$ cat src/rtl/pack_gen_pkg.sv
package pack_gen_pkg;
  localparam int BYTE_BITS = 8;
  localparam int NUM_VEC   = 4;
  localparam int SLOT_W    = $clog2(NUM_VEC);
  localparam int NUM_WORDS = NUM_VEC / 2;

  typedef struct packed {
    logic              load;    // latch inputs, clear vectors
    logic              step;    // produce vector in slot
    logic              last;    // the vector being produced is the final one
    logic              finish;  // successful end of run
    logic [SLOT_W-1:0] slot;
  } pgCtrl_t;
endpackage

$ cat src/rtl/pack_gen_ctrl.sv
module pack_gen_ctrl
  import pack_gen_pkg::*;
#(
  parameter int CNT_W = 9
) (
  input  logic             clk,
  input  logic             rstN,
  input  logic             start,
  input  logic [CNT_W-1:0] countNow,
  input  logic             countOk,
  output pgCtrl_t          ctrl,
  output logic             busy,
  output logic             done,
  output logic             error
);
  typedef enum logic {ST_IDLE, ST_GEN} pgState_e;

  pgState_e          state;
  logic [CNT_W-1:0]  countQ;
  logic [SLOT_W-1:0] slotQ;
  logic              accept;
  logic              isLast;

  assign accept = (state == ST_IDLE) && start;
  assign isLast = (CNT_W'(slotQ) == countQ - CNT_W'(1));

  always_comb begin
    ctrl        = '0;
    ctrl.load   = accept;
    ctrl.step   = (state == ST_GEN);
    ctrl.last   = (state == ST_GEN) && isLast;
    ctrl.finish = (state == ST_GEN) && isLast;
    ctrl.slot   = slotQ;
  end

  always_ff @(posedge clk) begin
    if (!rstN) begin
      state  <= ST_IDLE;
      countQ <= '0;
      slotQ  <= '0;
      done   <= 1'b0;
      error  <= 1'b0;
    end else begin
      done <= 1'b0;
      if (accept) begin
        countQ <= countNow;
        slotQ  <= '0;
        error  <= !countOk;
        if (countOk) state <= ST_GEN;
        else         done  <= 1'b1;
      end else if (state == ST_GEN) begin
        slotQ <= slotQ + SLOT_W'(1);
        if (isLast) begin
          state <= ST_IDLE;
          done  <= 1'b1;
        end
      end
    end
  end

  assign busy = (state == ST_GEN);
endmodule

$ cat src/rtl/pack_gen_datapath.sv
module pack_gen_datapath
  import pack_gen_pkg::*;
#(
  parameter int MAX_BPW = 32,
  parameter int BPW_W   = 6,
  parameter int WPE_W   = 3,
  parameter int CFG_W   = 32,
  parameter int GRAN_W  = 2,
  parameter int CNT_W   = 9
) (
  input  logic             clk,
  input  logic             rstN,
  input  pgCtrl_t          ctrl,
  input  logic [BPW_W-1:0] bpwIn,
  input  logic [WPE_W-1:0] wpeIn,
  input  logic             msbIn,
  output logic [CNT_W-1:0] countNow,
  output logic             countOk,
  output logic [CFG_W-1:0] cfgWords [NUM_WORDS],
  output logic [GRAN_W-1:0] granCode,
  output logic             granWe
);
  localparam int START_W    = $clog2(MAX_BPW);
  localparam int LEN_W      = $clog2(BYTE_BITS);
  localparam int VEC_W      = START_W + LEN_W + 2;
  localparam int GRAN_SHIFT = $clog2(2 * BYTE_BITS);

  logic [BPW_W:0]     bpwRound;
  logic [CNT_W-1:0]   bytesPerWord;
  logic [BPW_W-1:0]   bpwQ;
  logic [WPE_W-1:0]   wpeQ;
  logic               msbQ;
  logic [START_W-1:0] initQ;
  logic [START_W-1:0] idxQ;
  logic [BPW_W-1:0]   remQ;
  logic [LEN_W-1:0]   lenField;
  logic               wordEnds;
  logic [START_W-1:0] idxNext;
  logic [VEC_W-1:0]   vecNew;
  logic [VEC_W-1:0]   vecQ [NUM_VEC];

  // lane count from the raw inputs, sampled by the control on start
  assign bpwRound     = {1'b0, bpwIn} + (BPW_W+1)'(BYTE_BITS - 1);
  assign bytesPerWord = CNT_W'(bpwRound >> LEN_W);
  assign countNow     = bytesPerWord * CNT_W'(wpeIn);
  assign countOk      = (countNow != '0) && (countNow <= CNT_W'(NUM_VEC));

  // one lane of the walk
  assign wordEnds = (remQ <= BPW_W'(BYTE_BITS));
  assign lenField = wordEnds ? LEN_W'(remQ - BPW_W'(1)) : LEN_W'(BYTE_BITS - 1);
  assign vecNew   = {idxQ, msbQ, lenField, ctrl.last};

  always_comb begin
    if (wordEnds)
      idxNext = START_W'((START_W'(ctrl.slot) + START_W'(1)) << LEN_W) + initQ;
    else if (msbQ)
      idxNext = idxQ - START_W'(BYTE_BITS);
    else
      idxNext = idxQ + START_W'(BYTE_BITS);
  end

  always_ff @(posedge clk) begin
    if (!rstN) begin
      bpwQ  <= '0;
      wpeQ  <= '0;
      msbQ  <= 1'b0;
      initQ <= '0;
      idxQ  <= '0;
      remQ  <= '0;
    end else if (ctrl.load) begin
      bpwQ  <= bpwIn;
      wpeQ  <= wpeIn;
      msbQ  <= msbIn;
      initQ <= msbIn ? START_W'(bpwIn - BPW_W'(1)) : '0;
      idxQ  <= msbIn ? START_W'(bpwIn - BPW_W'(1)) : '0;
      remQ  <= bpwIn;
    end else if (ctrl.step) begin
      idxQ <= idxNext;
      remQ <= wordEnds ? bpwQ : remQ - BPW_W'(BYTE_BITS);
    end
  end

  always_ff @(posedge clk) begin
    for (int v = 0; v < NUM_VEC; v++) begin
      if (!rstN || ctrl.load)
        vecQ[v] <= '0;
      else if (ctrl.step && (ctrl.slot == SLOT_W'(v)))
        vecQ[v] <= vecNew;
    end
  end

  genvar w;
  generate
    for (w = 0; w < NUM_WORDS; w++) begin : g_word
      assign cfgWords[w] = CFG_W'({vecQ[2*w+1], vecQ[2*w]});
    end
  endgenerate

  always_ff @(posedge clk) begin
    if (!rstN) begin
      granCode <= '0;
      granWe   <= 1'b0;
    end else if (ctrl.finish) begin
      granCode <= GRAN_W'(bpwQ >> GRAN_SHIFT);
      granWe   <= (wpeQ != '0) || (bpwQ == BPW_W'(MAX_BPW));
    end else begin
      granWe <= 1'b0;
    end
  end
endmodule

$ cat src/rtl/pack_vec_gen.sv
module pack_vec_gen
  import pack_gen_pkg::*;
#(
  parameter int MAX_BPW = 32,
  parameter int BPW_W   = $clog2(MAX_BPW + 1),
  parameter int WPE_W   = 3,
  parameter int CFG_W   = 32,
  parameter int GRAN_W  = 2
) (
  input  logic              clk,
  input  logic              rstN,
  input  logic              start,
  input  logic [BPW_W-1:0]  bitsPerWord,
  input  logic [WPE_W-1:0]  wordsPerEntry,
  input  logic              msbFirst,
  output logic              busy,
  output logic              done,
  output logic              error,
  output logic [CFG_W-1:0]  cfgWord0,
  output logic [CFG_W-1:0]  cfgWord1,
  output logic [GRAN_W-1:0] granCode,
  output logic              granWe
);
  localparam int CNT_W = BPW_W + WPE_W;

  pgCtrl_t          ctrl;
  logic [CNT_W-1:0] countNow;
  logic             countOk;
  logic [CFG_W-1:0] cfgWords [NUM_WORDS];

  pack_gen_ctrl #(.CNT_W(CNT_W)) u_ctrl (
    .clk(clk), .rstN(rstN), .start(start),
    .countNow(countNow), .countOk(countOk),
    .ctrl(ctrl), .busy(busy), .done(done), .error(error)
  );

  pack_gen_datapath #(
    .MAX_BPW(MAX_BPW), .BPW_W(BPW_W), .WPE_W(WPE_W),
    .CFG_W(CFG_W), .GRAN_W(GRAN_W), .CNT_W(CNT_W)
  ) u_dp (
    .clk(clk), .rstN(rstN), .ctrl(ctrl),
    .bpwIn(bitsPerWord), .wpeIn(wordsPerEntry), .msbIn(msbFirst),
    .countNow(countNow), .countOk(countOk), .cfgWords(cfgWords),
    .granCode(granCode), .granWe(granWe)
  );

  assign cfgWord0 = cfgWords[0];
  assign cfgWord1 = cfgWords[1];
endmodule

$ cat config.mk
export PLATFORM = sky130hd
export DESIGN_NAME = pack_vec_gen
export DESIGN_NICKNAME = d
export VERILOG_FILES = /design/src/rtl/pack_gen_pkg.sv /design/src/rtl/pack_gen_ctrl.sv /design/src/rtl/pack_gen_datapath.sv /design/src/rtl/pack_vec_gen.sv
export SDC_FILE = /design/constraint.sdc
export NUM_CORES = 1
export LEC_CHECK = 0
export BUFFER_PORTS_ARGS = -buffer_cell sky130_fd_sc_hd__buf_4
export CAP_MARGIN = 20
export CORE_ASPECT_RATIO = 0.9
export CORE_MARGIN = 4
export CORE_UTILIZATION = 59
export DETAILED_ROUTE_END_ITERATION = 12
export GPL_ROUTABILITY_DRIVEN = 1
export PLACE_DENSITY = 0.83
export SYNTH_ARGS = -nofsm -noshare
export SYNTH_HDL_FRONTEND = slang
export SYNTH_SLANG_ARGS = --single-unit
$ cat constraint.sdc
create_clock -name clk -period 6.6 [get_ports clk]
set_input_delay 0.66 -clock clk [delete_from_list [all_inputs] [get_ports clk]]
set_output_delay 0.66 -clock clk [all_outputs]
set_load 0.01 [all_outputs]
After elaboration in Yosys (flattened, before gate mapping). Memory sizes are Yosys's and may differ from the RTL's. Index checks and enable logic that the tools add are counted.

Register bits after elaboration: 43. Memory bits (writable): 40. Input bits: 13. Output and inout port bits: 70. Word-level logic and storage cells: 91. Memories kept: 1.

$add $sub $neg: 10. $mul: 1. Magnitude comparators: 2. Eq/ne operators: 6. Mux-type cells: 35. Bitwise operators: 6. Reduce and logical (&&, ||, !) cells: 17.

Memories: u_dp.vecQ (depth 4, bits a word 10, read ports 4, clocked after memory_dff 0, write ports 4, line pack_gen_datapath.sv:40) `logic [VEC_W-1:0] vecQ [NUM_VEC];`.

Operator list (count): 2-to-1 mux 10 bit (4); 2-to-1 mux 5 bit (5); 2-to-1 mux 1 bit (22); 2-to-1 mux 6 bit (3); equality test 2 x 9 -> 1 bit (1); less-or-equal comparator 9 x 3 -> 1 bit, second input constant (1); nonzero test 9 bit (1); subtractor 9 x 1 -> 9 bit, second input constant (1); adder 6 x 3 -> 7 bit, second input constant (1); logical AND 1 bit (7); multiplier 4 x 3 -> 7 bit (1); equality test 6 bit, second input constant (1); less-or-equal comparator 6 x 4 -> 1 bit, second input constant (1); subtractor 6 x 4 -> 6 bit, second input constant (1); adder 5 x 4 -> 5 bit, second input constant (1); adder 5 bit (1); subtractor 5 x 1 -> 5 bit, second input constant (1); subtractor 5 x 4 -> 5 bit, second input constant (1); adder 2 x 1 -> 2 bit, second input constant (2); equality test 2 bit, second input constant (2); bitwise OR 1 bit (4); 2-to-1 mux 3 bit (1); nonzero test 3 bit (1); subtractor 3 x 1 -> 3 bit, second input constant (1); other kinds (9) (12).

Logic depth before layout (Yosys ltp).
Depth after elaboration: 6. Mapped depth: 14. Gate-level depth less buffers: 14.

By module. Synthesis repeated with hierarchy kept, for this count alone.

Cell total of the unflattened synthesis: 411. Area total of the unflattened synthesis: 4171.5 um2.

By module, submodules not included: pack_gen_datapath (instances 1, cells an instance 337, area an instance 3533.4 um2, seq. area each 1781.7 um2); pack_gen_ctrl (instances 1, cells an instance 74, area an instance 638.1 um2, seq. area each 280.3 um2).

Worst setup path before layout. No wires, ideal clock.

Path type: input to register. From: input bitsPerWord[3]. To: register u_ctrl.done. Library setup time: 0.130 ns. Arrival: 3.183 ns. Required time: 6.470 ns. Setup slack: 3.287 ns. Stages: 10. Buffers on the path: 1. Path through: buf_6 > or4_4 > and3_1 > fa_1 > ha_1 > inv_1 > fa_1 > nor4b_1 > and3_4 > o22ai_1.

Longest elaborated chain between the ends: 6. Elaborated cells between the ends (all ways): 7. Those cells by class: 1 x add/sub; 1 x mul; 1 x order compare; 2 x mux; 2 x reduce/logical.

Ends and longest elaborated chain: start, declared (line pack_vec_gen.sv:13) `input logic [BPW_W-1:0] bitsPerWord,`; adder 6 x 3 -> 7 bit (*) (line pack_gen_datapath.sv:43) `assign bpwRound = {1'b0, bpwIn} + (BPW_W+1)'(BYTE_BITS - 1);`; multiplier 4 x 3 -> 7 bit (*) (line pack_gen_datapath.sv:45) `assign countNow = bytesPerWord * CNT_W'(wpeIn);`; less-or-equal comparator 9 x 3 -> 1 bit or nonzero test 9 bit (tied branches) (line pack_gen_datapath.sv:46) `assign countOk = (countNow != '0) && (countNow <= CNT_W'(NUM_VEC));`; logical AND 1 bit (*) (line pack_gen_datapath.sv:46); 2-to-1 mux 1 bit (*) (line pack_gen_ctrl.sv:49) `if (countOk) state <= ST_GEN;`; 2-to-1 mux 1 bit (*) (line pack_gen_ctrl.sv:45) `if (accept) begin`; end signal, assigned (line pack_gen_ctrl.sv:44) `done <= 1'b0;`; end signal, assigned (line pack_gen_ctrl.sv:50) `else done <= 1'b1;`; end signal, assigned (line pack_gen_ctrl.sv:55) `done <= 1'b1;`; end, declared (line pack_gen_ctrl.sv:13) `output logic done,`.

Every way passes the cells marked *; elsewhere a longest branch is shown, timed or not. A chain may end at the register's enable or synchronous reset.

Worst setup path after layout.
From: input bitsPerWord[1]. To: register u_ctrl.done.

The elaborated chain is that of the path after synthesis.

==> summary.md <==
| Metric | Value |
|---|---|
| Worst r2r dst | `u_dp.vecQ[3][3]$_SDFFCE_PN0P_` |
| Clk pwr share | `0.332` |
| Post-layout nets | `479` |
| Worst reg2reg startpoint | `u_dp.remQ[0]$_SDFFE_PN0P_` |
| Ant. Diodes | `0` |
| Die H | `85.3 um` |
| Synth warn | `0` |
| Comb power frac | `0.194` |
| CTS tree | `built` |
| Hold Crit Depth | `2` |
| Top_reg_cell synth | `dfxtp_1` |
| Number of setup violations in the final report | `0` |
| Via Count | `2,930` |
| Worst Hold Class | `reg -> reg` |
| Critical path launch point type | `primary input` |
| Synth area leaders | `edfxtp_1 31%, dfxtp_1 21%, a21oi_1 5.5%` |
| Slew Limit Headroom | `0.535` |
| Clk pin slew, worst setup/hold paths | `0.07 ns` |
| WHS Endpoint | `u_dp.wpeQ[1]$_SDFFE_PN0P_` |
| CP Data Required Time | `6.82 ns` |
| Post-DRT Antenna Nets | `0` |
| Number of global-route vias before repair | `2,813` |
| Detailed Routing Iterations Pass 1 | `5` |
| Syn Area/Cell | `9.96 um^2` |
| Post-Synthesis Cells | `393` |
| Status | `finished clean` |
| Distinct cells, synth | `44` |
| CTS sink cnt | `81` |
| Post-detail-place hpwl | `5950 um` |
| Largest net degree at the start of global routing | `37` |
| Post-synthesis instance area | `0.00391 mm^2` |
| Die width | `93.8 um` |
| Fmax | `0.317 GHz` |
| Total track usage | `0.215` |
| Peak VDD IR | `0.179 mV` |
| Synth area leader | `edfxtp_1` |
| Max Root-Sink Buffers | `2` |
| Root Buffer Master | `clkbuf_8` |
| R2r setup slk | `4.35 ns` |
| Fraction of registers with async set/reset | `0` |
| # rows | `27` |
| CTS Buf Count | `9` |
| Adder-cell share of the synthesized area | `0.0633` |
| Max-slew violations | `0` |
| FF-to-FF path depth | `7` |
| Fin crit period | `3.15 ns` |
| Skew-Pair Late Insertion Delay | `0.35 ns` |
| First-pass GRT wire length | `13,500 um` |
| Final setup skew | `0.00843 ns` |
| Hold Fails Final Rpt | `0` |
| Largest family of logic cells by synthesized area | `simple AND/OR/NAND/NOR gates` |
| # H-tree levels | `3` |
| CP Cell Sequence | `buf_4, or4_4, and3_1, fa_1, ha_1, inv_1, fa_1, nor4b_1, and3_4, o22ai_1` |
| Crit-path slowest cell | `or4_4` |
| Routed wire length | `8180 um` |
| Crit share post-route | `0.477` |
| Net Sw Frac | `0.274` |
| Layout cells sized above 1 | `0.181` |
| Worst Path Arrival | `3.37 ns` |
| TNS Setup | `0 ns` |
| PwrDens | `279 mW/mm^2` |
| Buffers on Ports | `58` |
| DR WL/cell | `15.2 um` |
| Sequential power share | `0.474` |
| Initial antenna violation count | `0` |
| Initial drt markers | `193` |
| GR Layer Usage met1 | `0.272` |
| Yosys reg bits | `81` |
| CP dominant cell by count | `fa_1` |
| GR Util met2 | `0.355` |
| Global placement routability congestion | `0.839` |
| RSZ-0062 raised after global routing | `no` |
| Switching power of the nets | `350 uW` |
| DIE AREA | `0.00800 mm^2` |
| Int Pwr | `928 uW` |
| Most used routing layer | `met2` |
| CTS Hold Bufs | `0` |
| I/O Pins | `83` |
| Crit Path Max Fanout | `6` |
| XOR/XNOR Fraction of Synth Area | `0.0291` |
| Post-Layout Cell Count | `539` |
| Hold slack | `0.459 ns` |
| Compound-Gate Fraction of Synth Area | `0.115` |
| Core area | `0.00628 mm^2` |
| Crit path largest cell delay | `0.56 ns` |
| Post-synthesis sequential area ratio | `0.517` |
| Met3 Track Usage GR | `0.0603` |
| Number of placed instances, taps included | `523` |
| Critical path type | `in -> reg` |
| Simple-gate share of the synthesized area | `0.187` |
| Fillers | `491` |
| GRT overflow | `0` |
| Endpoint type of the worst setup path | `flop` |
| Fraction of synthesized area in multiplexers | `0.00768` |
| Starting density of the core | `0.623` |
| Setup Fix Bufs, Post-CTS | `0` |
| Number of flops mapped to enable cells by yosys | `40` |
| Worst Tran Pin Value | `0.696 ns` |
| Synth top area share | `0.307` |
| PostCTS Resize Cnt | `0` |
| Area delta synth->final | `16.9%` |
| Pleak | `0.00197 uW` |
| Hold Path Origin | `u_dp.wpeQ[1]$_SDFFE_PN0P_` |
| MaxCap Viol Count | `0` |
| Vias per std cell | `5.44` |
| Drt drc | `0` |
-- power by group through the flow --
stage | clock, uW | sequential (uW) | combinational, uW
6_report | 425 | 605 | 248
5_1_grt | 449 | 612 | 276
2_1_floorplan | 0 | 620 | 161
3_3_place_gp | 0 | 615 | 237
4_1_cts | 433 | 606 | 247
3_5_place_dp | 0 | 617 | 244
-- area by class of cell --
class                      count  area, um^2  share of cell area
sequential                    81        2020               0.442
multi-input combinational    278        1660               0.364
timing repair buffer          63         485               0.106
clock buffer                   9         124              0.0271
clock inverter                 6         115              0.0252
tap                           87         109              0.0238
inverter                      15        56.3              0.0123
-- worst max path at each step --
stage	slack [ns]	cells after the start	to	startpoint
after floorplan	3.29	10	u_ctrl.done$_SDFF_PN0_	bitsPerWord[3]
after global placement	3.12	10	u_ctrl.done$_SDFF_PN0_	bitsPerWord[1]
after detailed placement	3.08	10	u_ctrl.done$_SDFF_PN0_	bitsPerWord[1]
after CTS	3.45	10	u_ctrl.done$_SDFF_PN0_	bitsPerWord[1]
after global routing	3.30	15	u_ctrl.done$_SDFF_PN0_	bitsPerWord[1]
final	3.45	10	u_ctrl.done$_SDFF_PN0_	bitsPerWord[1]
-- cells by family after synthesis --
family	count (synthesis)
fa+ha+maj	18
xor+xnor	13
simple gates	144
mux	3
compound gates	76
other cells	1
flops	81
buf+inv	57
-- cells in the mapped netlist, types with 7 or more instances --
library cell / number
a31oi_1: 7
buf_4: 24
nand2_1: 38
inv_1: 14
ha_1: 15
nand2b_1: 8
clkbuf_1: 14
dfxtp_1: 41
and2_1: 27
nor2b_1: 10
nor2_1: 29
a211oi_1: 7
xnor2_1: 8
a21oi_1: 43
edfxtp_1: 40
nand3_1: 12
o21ai_0: 7
-- worst max-delay path: cells and delay by family --
kind                       cells  cell delay [ns]
buffers and inverters          2             0.19
AOI/OAI and AO/OA              1             0.07
adders and majority gates      3             1.19
and+or+nand+nor                4             1.25
-- sequential cells by signal (all words and copies together) (netlist names) --
signal	count
u_dp.msbQ	1
u_ctrl.done	1
u_dp.granCode	2
u_ctrl.busy	1
u_ctrl.slotQ	2
u_dp.granWe	1
u_dp.remQ	6
u_dp.bpwQ	6
u_dp.vecQ	40
u_ctrl.countQ	7
u_dp.wpeQ	3
u_dp.idxQ	5
u_dp.initQ	5
u_ctrl.error	1
-- stage by stage --
| stage | worst slack, ns | utilization | total power (uW) | cell area [um^2] |
|---|---|---|---|---|
| 3_3_place_gp | 3.12 | 0.687 | 852 | 4320 |
| 5_1_grt | 3.30 | 0.728 | 1340 | 4580 |
| 3_5_place_dp | 3.08 | 0.687 | 862 | 4320 |
| 2_1_floorplan | 3.29 | - | 781 | 4000 |
| 6_report | 3.45 | 0.728 | 1280 | 4580 |
| 4_1_cts | 3.45 | 0.725 | 1290 | 4560 |
-- placed cells by master, fill, tap and decap left out, types with 2 or more instances in the layout --
cell / count
mux2i_1: 3
edfxtp_1: 40
a31oi_1: 7
and2_1: 27
o221ai_1: 2
clkbuf_8: 9
nand4_1: 2
a21oi_1: 43
xor2_1: 5
ha_1: 15
nor2_1: 29
dfxtp_1: 41
a211oi_1: 7
inv_1: 14
nor3_1: 6
o31ai_1: 2
nor4b_1: 2
bufinv_16: 3
o21ai_0: 7
nor2b_1: 10
and3_1: 4
nand3_1: 12
buf_4: 62
fa_1: 3
nand2b_1: 8
nand2_1: 38
conb_1: 24
xnor2_1: 8
a21o_1: 2
-- per-layer routing --
| layer | part of all wire | up-vias |
|---|---|---|
| met3 | 0.082 | 15 |
| met1 | 0.42 | 1366 |
| met2 | 0.49 | 128 |
| met5 | 0 | - |
| li1 | - | 1421 |
| met4 | 0.015 | 0 |
Note: power is estimated with default switching activity, not from simulation.
